--- config.mk ---
export PLATFORM = sky130hd
export DESIGN_NAME = mstat_reg
export DESIGN_NICKNAME = d
export VERILOG_FILES = /design/src/rtl/mstat_pkg.sv /design/src/rtl/mstat_sync.sv /design/src/rtl/mstat_delta.sv /design/src/rtl/mstat_txgate.sv /design/src/rtl/mstat_reg.sv
export SDC_FILE = /design/constraint.sdc
export NUM_CORES = 1
export LEC_CHECK = 0
export BUFFER_PORTS_ARGS = -buffer_cell sky130_fd_sc_hd__buf_2
export CORE_UTILIZATION = 42
export DETAILED_ROUTE_END_ITERATION = 7
export GPL_TIMING_DRIVEN = 0
export HOLD_SLACK_MARGIN = 0.06
export PLACE_DENSITY_LB_ADDON = 0.25
export SYNTH_ARGS = -nofsm -noshare
export SYNTH_HDL_FRONTEND = slang
export SYNTH_SLANG_ARGS = --single-unit
--- constraint.sdc ---
create_clock -name clk -period 1.2 [get_ports clk]
set_input_delay 0 -clock clk [delete_from_list [all_inputs] [get_ports clk]]
set_output_delay 0 -clock clk [all_outputs]
set_load 0.02 [all_outputs]
--- src/rtl/mstat_pkg.sv ---
package mstat_pkg;
   localparam int LINES    = 4;
   localparam int CLR_IDX  = 0;
   localparam int RDY_IDX  = 1;
   localparam int RING_IDX = 2;
   localparam int CARR_IDX = 3;
   typedef logic [LINES-1:0] line_vec_t;
endpackage

--- src/rtl/mstat_sync.sv ---
module mstat_sync #(
   parameter int               WIDTH   = 4,
   parameter int               STAGES  = 2,
   parameter logic [WIDTH-1:0] RST_VAL = '1
) (
   input  logic             clk,
   input  logic             rst_n,
   input  logic [WIDTH-1:0] d,
   output logic [WIDTH-1:0] q
);
   logic [STAGES-1:0][WIDTH-1:0] chain;

   always_ff @(posedge clk or negedge rst_n) begin
      if (!rst_n) begin
         for (int i = 0; i < STAGES; i++) chain[i] <= RST_VAL;
      end else begin
         chain[0] <= d;
         for (int i = 1; i < STAGES; i++) chain[i] <= chain[i-1];
      end
   end

   assign q = chain[STAGES-1];
endmodule

--- src/rtl/mstat_delta.sv ---
module mstat_delta #(
   parameter int               LINES      = 4,
   parameter logic [LINES-1:0] FALL_ONLY  = '0,
   parameter int               ARM_CYCLES = 3
) (
   input  logic             clk,
   input  logic             rst_n,
   input  logic [LINES-1:0] level,
   input  logic             rd_clr,
   output logic [LINES-1:0] flags,
   output logic [LINES-1:0] hit
);
   localparam int CW = $clog2(ARM_CYCLES + 1);

   logic [CW-1:0]    arm_cnt;
   logic             armed;
   logic [LINES-1:0] prev;

   assign armed = (arm_cnt == CW'(ARM_CYCLES));

   // hold off detection until synchronizer and history hold real samples
   always_ff @(posedge clk or negedge rst_n) begin
      if (!rst_n)      arm_cnt <= '0;
      else if (!armed) arm_cnt <= arm_cnt + 1'b1;
   end

   always_ff @(posedge clk or negedge rst_n) begin
      if (!rst_n) prev <= '0;
      else        prev <= level;
   end

   for (genvar i = 0; i < LINES; i++) begin : g_line
      if (FALL_ONLY[i]) begin : g_fall
         assign hit[i] = armed & prev[i] & ~level[i];
      end else begin : g_any
         assign hit[i] = armed & (prev[i] ^ level[i]);
      end
   end

   // a fresh event wins over the clear of the same edge
   always_ff @(posedge clk or negedge rst_n) begin
      if (!rst_n) flags <= '0;
      else        flags <= (rd_clr ? '0 : flags) | hit;
   end
endmodule

--- src/rtl/mstat_txgate.sv ---
module mstat_txgate (
   input  logic clk,
   input  logic rst_n,
   input  logic flow_en,
   input  logic clear_lvl,
   input  logic busy,
   output logic permit
);
   always_ff @(posedge clk or negedge rst_n) begin
      if (!rst_n)     permit <= 1'b0;
      else if (!busy) permit <= ~flow_en | clear_lvl;
   end
endmodule

--- src/rtl/mstat_reg.sv ---
module mstat_reg
   import mstat_pkg::*;
#(
   parameter int SYNC_STAGES = 2
) (
   input  logic       clk,
   input  logic       rst_n,
   input  logic       carrier_n,
   input  logic       ring_n,
   input  logic       peer_ready_n,
   input  logic       peer_clear_n,
   input  logic       loop_en,
   input  logic       ctl_aux2,
   input  logic       ctl_aux1,
   input  logic       ctl_term_rdy,
   input  logic       ctl_req_send,
   input  logic       flow_en,
   input  logic       tx_busy,
   input  logic       rd_strobe,
   output logic [7:0] rd_data,
   output logic       irq,
   output logic       tx_permit
);
   localparam int        ARM_CYCLES = SYNC_STAGES + 1;
   localparam line_vec_t FALL_MASK  = line_vec_t'(1) << RING_IDX;

   if (SYNC_STAGES < 2) begin : g_bad_sync
      $error("mstat_reg: SYNC_STAGES must be at least 2");
   end
   if (2 * LINES != 8) begin : g_bad_lines
      $error("mstat_reg: status word needs exactly four lines");
   end

   line_vec_t pin_raw, pin_sync, pin_lvl, loop_lvl, eff_lvl, flags, delta_hit;

   assign pin_raw[CLR_IDX]  = peer_clear_n;
   assign pin_raw[RDY_IDX]  = peer_ready_n;
   assign pin_raw[RING_IDX] = ring_n;
   assign pin_raw[CARR_IDX] = carrier_n;

   assign loop_lvl[CLR_IDX]  = ctl_req_send;
   assign loop_lvl[RDY_IDX]  = ctl_term_rdy;
   assign loop_lvl[RING_IDX] = ctl_aux1;
   assign loop_lvl[CARR_IDX] = ctl_aux2;

   mstat_sync #(
      .WIDTH   (LINES),
      .STAGES  (SYNC_STAGES),
      .RST_VAL ('1)
   ) u_sync (
      .clk   (clk),
      .rst_n (rst_n),
      .d     (pin_raw),
      .q     (pin_sync)
   );

   assign pin_lvl = ~pin_sync;
   assign eff_lvl = loop_en ? loop_lvl : pin_lvl;

   mstat_delta #(
      .LINES      (LINES),
      .FALL_ONLY  (FALL_MASK),
      .ARM_CYCLES (ARM_CYCLES)
   ) u_delta (
      .clk    (clk),
      .rst_n  (rst_n),
      .level  (eff_lvl),
      .rd_clr (rd_strobe),
      .flags  (flags),
      .hit    (delta_hit)
   );

   mstat_txgate u_gate (
      .clk       (clk),
      .rst_n     (rst_n),
      .flow_en   (flow_en),
      .clear_lvl (eff_lvl[CLR_IDX]),
      .busy      (tx_busy),
      .permit    (tx_permit)
   );

   assign rd_data = {eff_lvl, flags};
   assign irq     = |flags;
endmodule

==> flow_summary.yaml <==
route:
  firstDrtPassIters: 4
  drt_iter0_drc: 5
  ant_nets: 0
  drc: 0
  vias_per_cell: 4.947
  wl_per_cell_um: 12.86
  wl_mm: 1.453
  vias: 559
pwr:
  power_frac_clock_pct: 24.6
  p_comb_share_pct: 19.4
  sequentialPowerShare_pct: 55.9
  power.density_mw_per_mm2: 1194
  p_leak_nw: 0.5053
  ir_drop_uv: 807.8
  p_sw_mw: 0.3287
  p_int_mw: 0.9533
  netSwitchingFraction_pct: 25.64
floorplan:
  fp.dieH_um: 43.10
  core_area_sq_mm: 0.001541
  die_w_um: 43.10
  rows: 14
  die_area_sq_mm: 0.001858
  start_util_pct: 46.02
  pin_count: 24
run_status:
  outcome: "finished with violations"
  violations: "setup timing"
sta:
  min_period_ns: 1.352
  setup-violations-final: 2
  hold_viol: 0
  skew_ns: 0.001698
  whs_ns: 0.09339
  rsz0062_at_grt: "true"
  maxSlewHeadroom_pct: 72.16
  layout_worst_path_cycle_share_pct: 112.7
  worst_slack_ns: -0.1524
  fmax_mhz: 739.4
  tightest_slew_ns: 0.4176
  slew_viol_final: 0
setup_path:
  cp-end-kind: "output pin"
  start_kind: "flop"
  critical_path_class: "flop to output pin"
  crit_chain: "or4_1 -> buf_2"
  cpMaxStageDelayCell: "or4_1"
  required_ns: 1.20
  cp_max_fo: 2
  crit_path_max_incr_delay_ns: 0.51
  critPathArrivalTime_ns: 1.35
placement:
  dp_hpwl_um: 790.1
  place.gp.congestion: 0.7355
  port_buffers: 22
  place_area_sq_um: 848.3
  dp_slack_ns: -0.01351
synthesis:
  synth.ff_latch_count: 19
  yosysWarnings: 0
  synth_nets: 67
  synth_area_sq_um: 709.4
  yosysSeqAreaShare_pct: 68.43
  syn_inst: 52
  ys_types: 23
  syn_area_per_cell_sq_um: 13.64
clock_tree:
  cts-root-buf: "clkbuf_4"
  clk_pin_slew_ns: 0.10
  cts_tree: "yes"
  h-tree-depth: 1
  cts.sinks: 19
  clock_latency_ns: 0.29
  cts.path.max_buffers: 2
  cts_buffers: 3
layout:
  num-nets-final: 113
  fillCellCount: 124
  fin_util_pct: 69.64
  fin_area_sq_mm: 0.001074
  layout_common_cells: "buf_2, dlygate4sd3_1, dfrtp_1, dfstp_2, buf_4"
  final_common_cell: "buf_2"
  diodes: 0
  syn2layout_area_growth_pct: 51.32
  layout-drive-gt1-share_pct: 46.39
min_path:
  hold_class: "input pin to flop"
global_routing:
  grt_pass1_vias: 540
  grt_max_degree: 20
  grt_overflow: 0
  groute.usage.overall_pct: 17.66
  antenna_found_initial: 0
  grt_pass1_wl_mm: 2.346
job:
  maxCapViolations: 0
## state kept, by name, summed over array words and instances (netlist names)
| register | flops |
|---|---|
| u_delta.flags | 4 |
| u_delta.prev | 4 |
| u_sync.chain | 4 |
| u_sync.q | 4 |
| u_delta.arm_cnt | 2 |
| u_gate.permit | 1 |
## final timing paths
| path | startpoint | end | slack (ns) | cells after the start |
|---|---|---|---|---|
| max | u_delta.flags[1]$_DFF_PN0_ | irq | -0.15 | 2 |
| min | loop_en | u_delta.flags[1]$_DFF_PN0_ | 0.09 | 3 |
| max reg2reg | u_delta.arm_cnt[1]$_DFFE_PN0P_ | u_delta.flags[1]$_DFF_PN0_ | 0.05 | 3 |
| min reg2reg | u_sync.chain[3]$_DFF_PN1_ | u_sync.q[3]$_DFF_PN1_ | 0.36 | 0 |
| max in group asynchronous | rst_n | u_sync.chain[3]$_DFF_PN1_ | 0.72 | 2 |
| min in group asynchronous | rst_n | u_delta.prev[1]$_DFF_PN0_ | 0.16 | 2 |
## cell families after synthesis
group | share of synthesized area [%]
simple gates | 8.114
xor+xnor | 1.235
buf+inv | 5.996
compound gates | 11.46
flops | 68.43
mux | 2.998
fa+ha+maj | 1.763
## per-stage QoR
| stage | setup TNS [ns] | cells | power, mW |
|---|---|---|---|
| final | -0.1634 | 113 | 1.282 |
| after global routing | -0.2293 | 113 | 1.341 |
| after CTS | -0.6589 | 111 | 1.281 |
| after detailed placement | -0.02455 | 90 | 0.9060 |
| after global placement | -0.02053 | 90 | 0.9016 |
| after floorplan | 0 | 52 | 0.8294 |
## power groups by stage
stage               clock network [mW]  registers [mW]  logic, mW
floorplan                            0           0.754     0.0758
detailed placement                   0           0.731      0.175
CTS                              0.331           0.716      0.233
finish                           0.316           0.717      0.249
global placement                     0           0.728      0.173
global route                     0.349           0.722      0.270
## metal layers
layer	global-route usage [%]	vias up	part of all wire, %	wire [um]
met3	2.553	4	4.1	59
met2	26.57	20	50	732
met5	0	-	0	0
met4	12.73	0	2.2	32
met1	23.03	267	43	628
li1	-	268	-	-
## cells in the mapped netlist (all sizes together)
cell type  number  share of area [%]
buf             3                3.4
o2111a          2                3.2
or4             1                1.1
mux2            1                1.6
nand4b          1                1.2
o221ai          1                1.2
nand2           4                2.1
nor2            2                1.1
a221o           2                2.8
dfstp           8                 30
o21ai           2                1.4
mux2i           1                1.4
a21oi           1               0.70
o2bb2ai         1                1.2
xnor2           1                1.2
a31oi           1               0.88
dfrtp          11                 39
inv             5                2.6
nand2b          1               0.88
ha              1                1.8
nor2b           2                1.8
## cell type report
type                            count  area [sq um]  share of cell area [%]
Buffer                              1         11.26                   1.049
Clock buffer                        4         26.28                   2.448
Inverter                            5         18.77                   1.748
Multi-Input combinational cell     25         200.2                   18.65
Sequential cell                    19         485.5                   45.22
Tap cell                           16         20.02                   1.865
Timing Repair Buffer               43         311.5                   29.02
## repair_timing
action	4_1_cts	5_1_grt
setup buffers	4	3
hold buffers	14	0
cloned	0	0
endpoints found under the setup margin	4	7
endpoints found under the hold margin	30	0
resized for setup	1	5
## critical path: cells and delay by family (launching register included)
| kind | cells | cell delay, ns |
|---|---|---|
| buf+inv | 1 | 0.17 |
| flops | 1 | 0.38 |
| simple gates | 1 | 0.51 |
No activity file was read; power rests on OpenSTA's default activity.
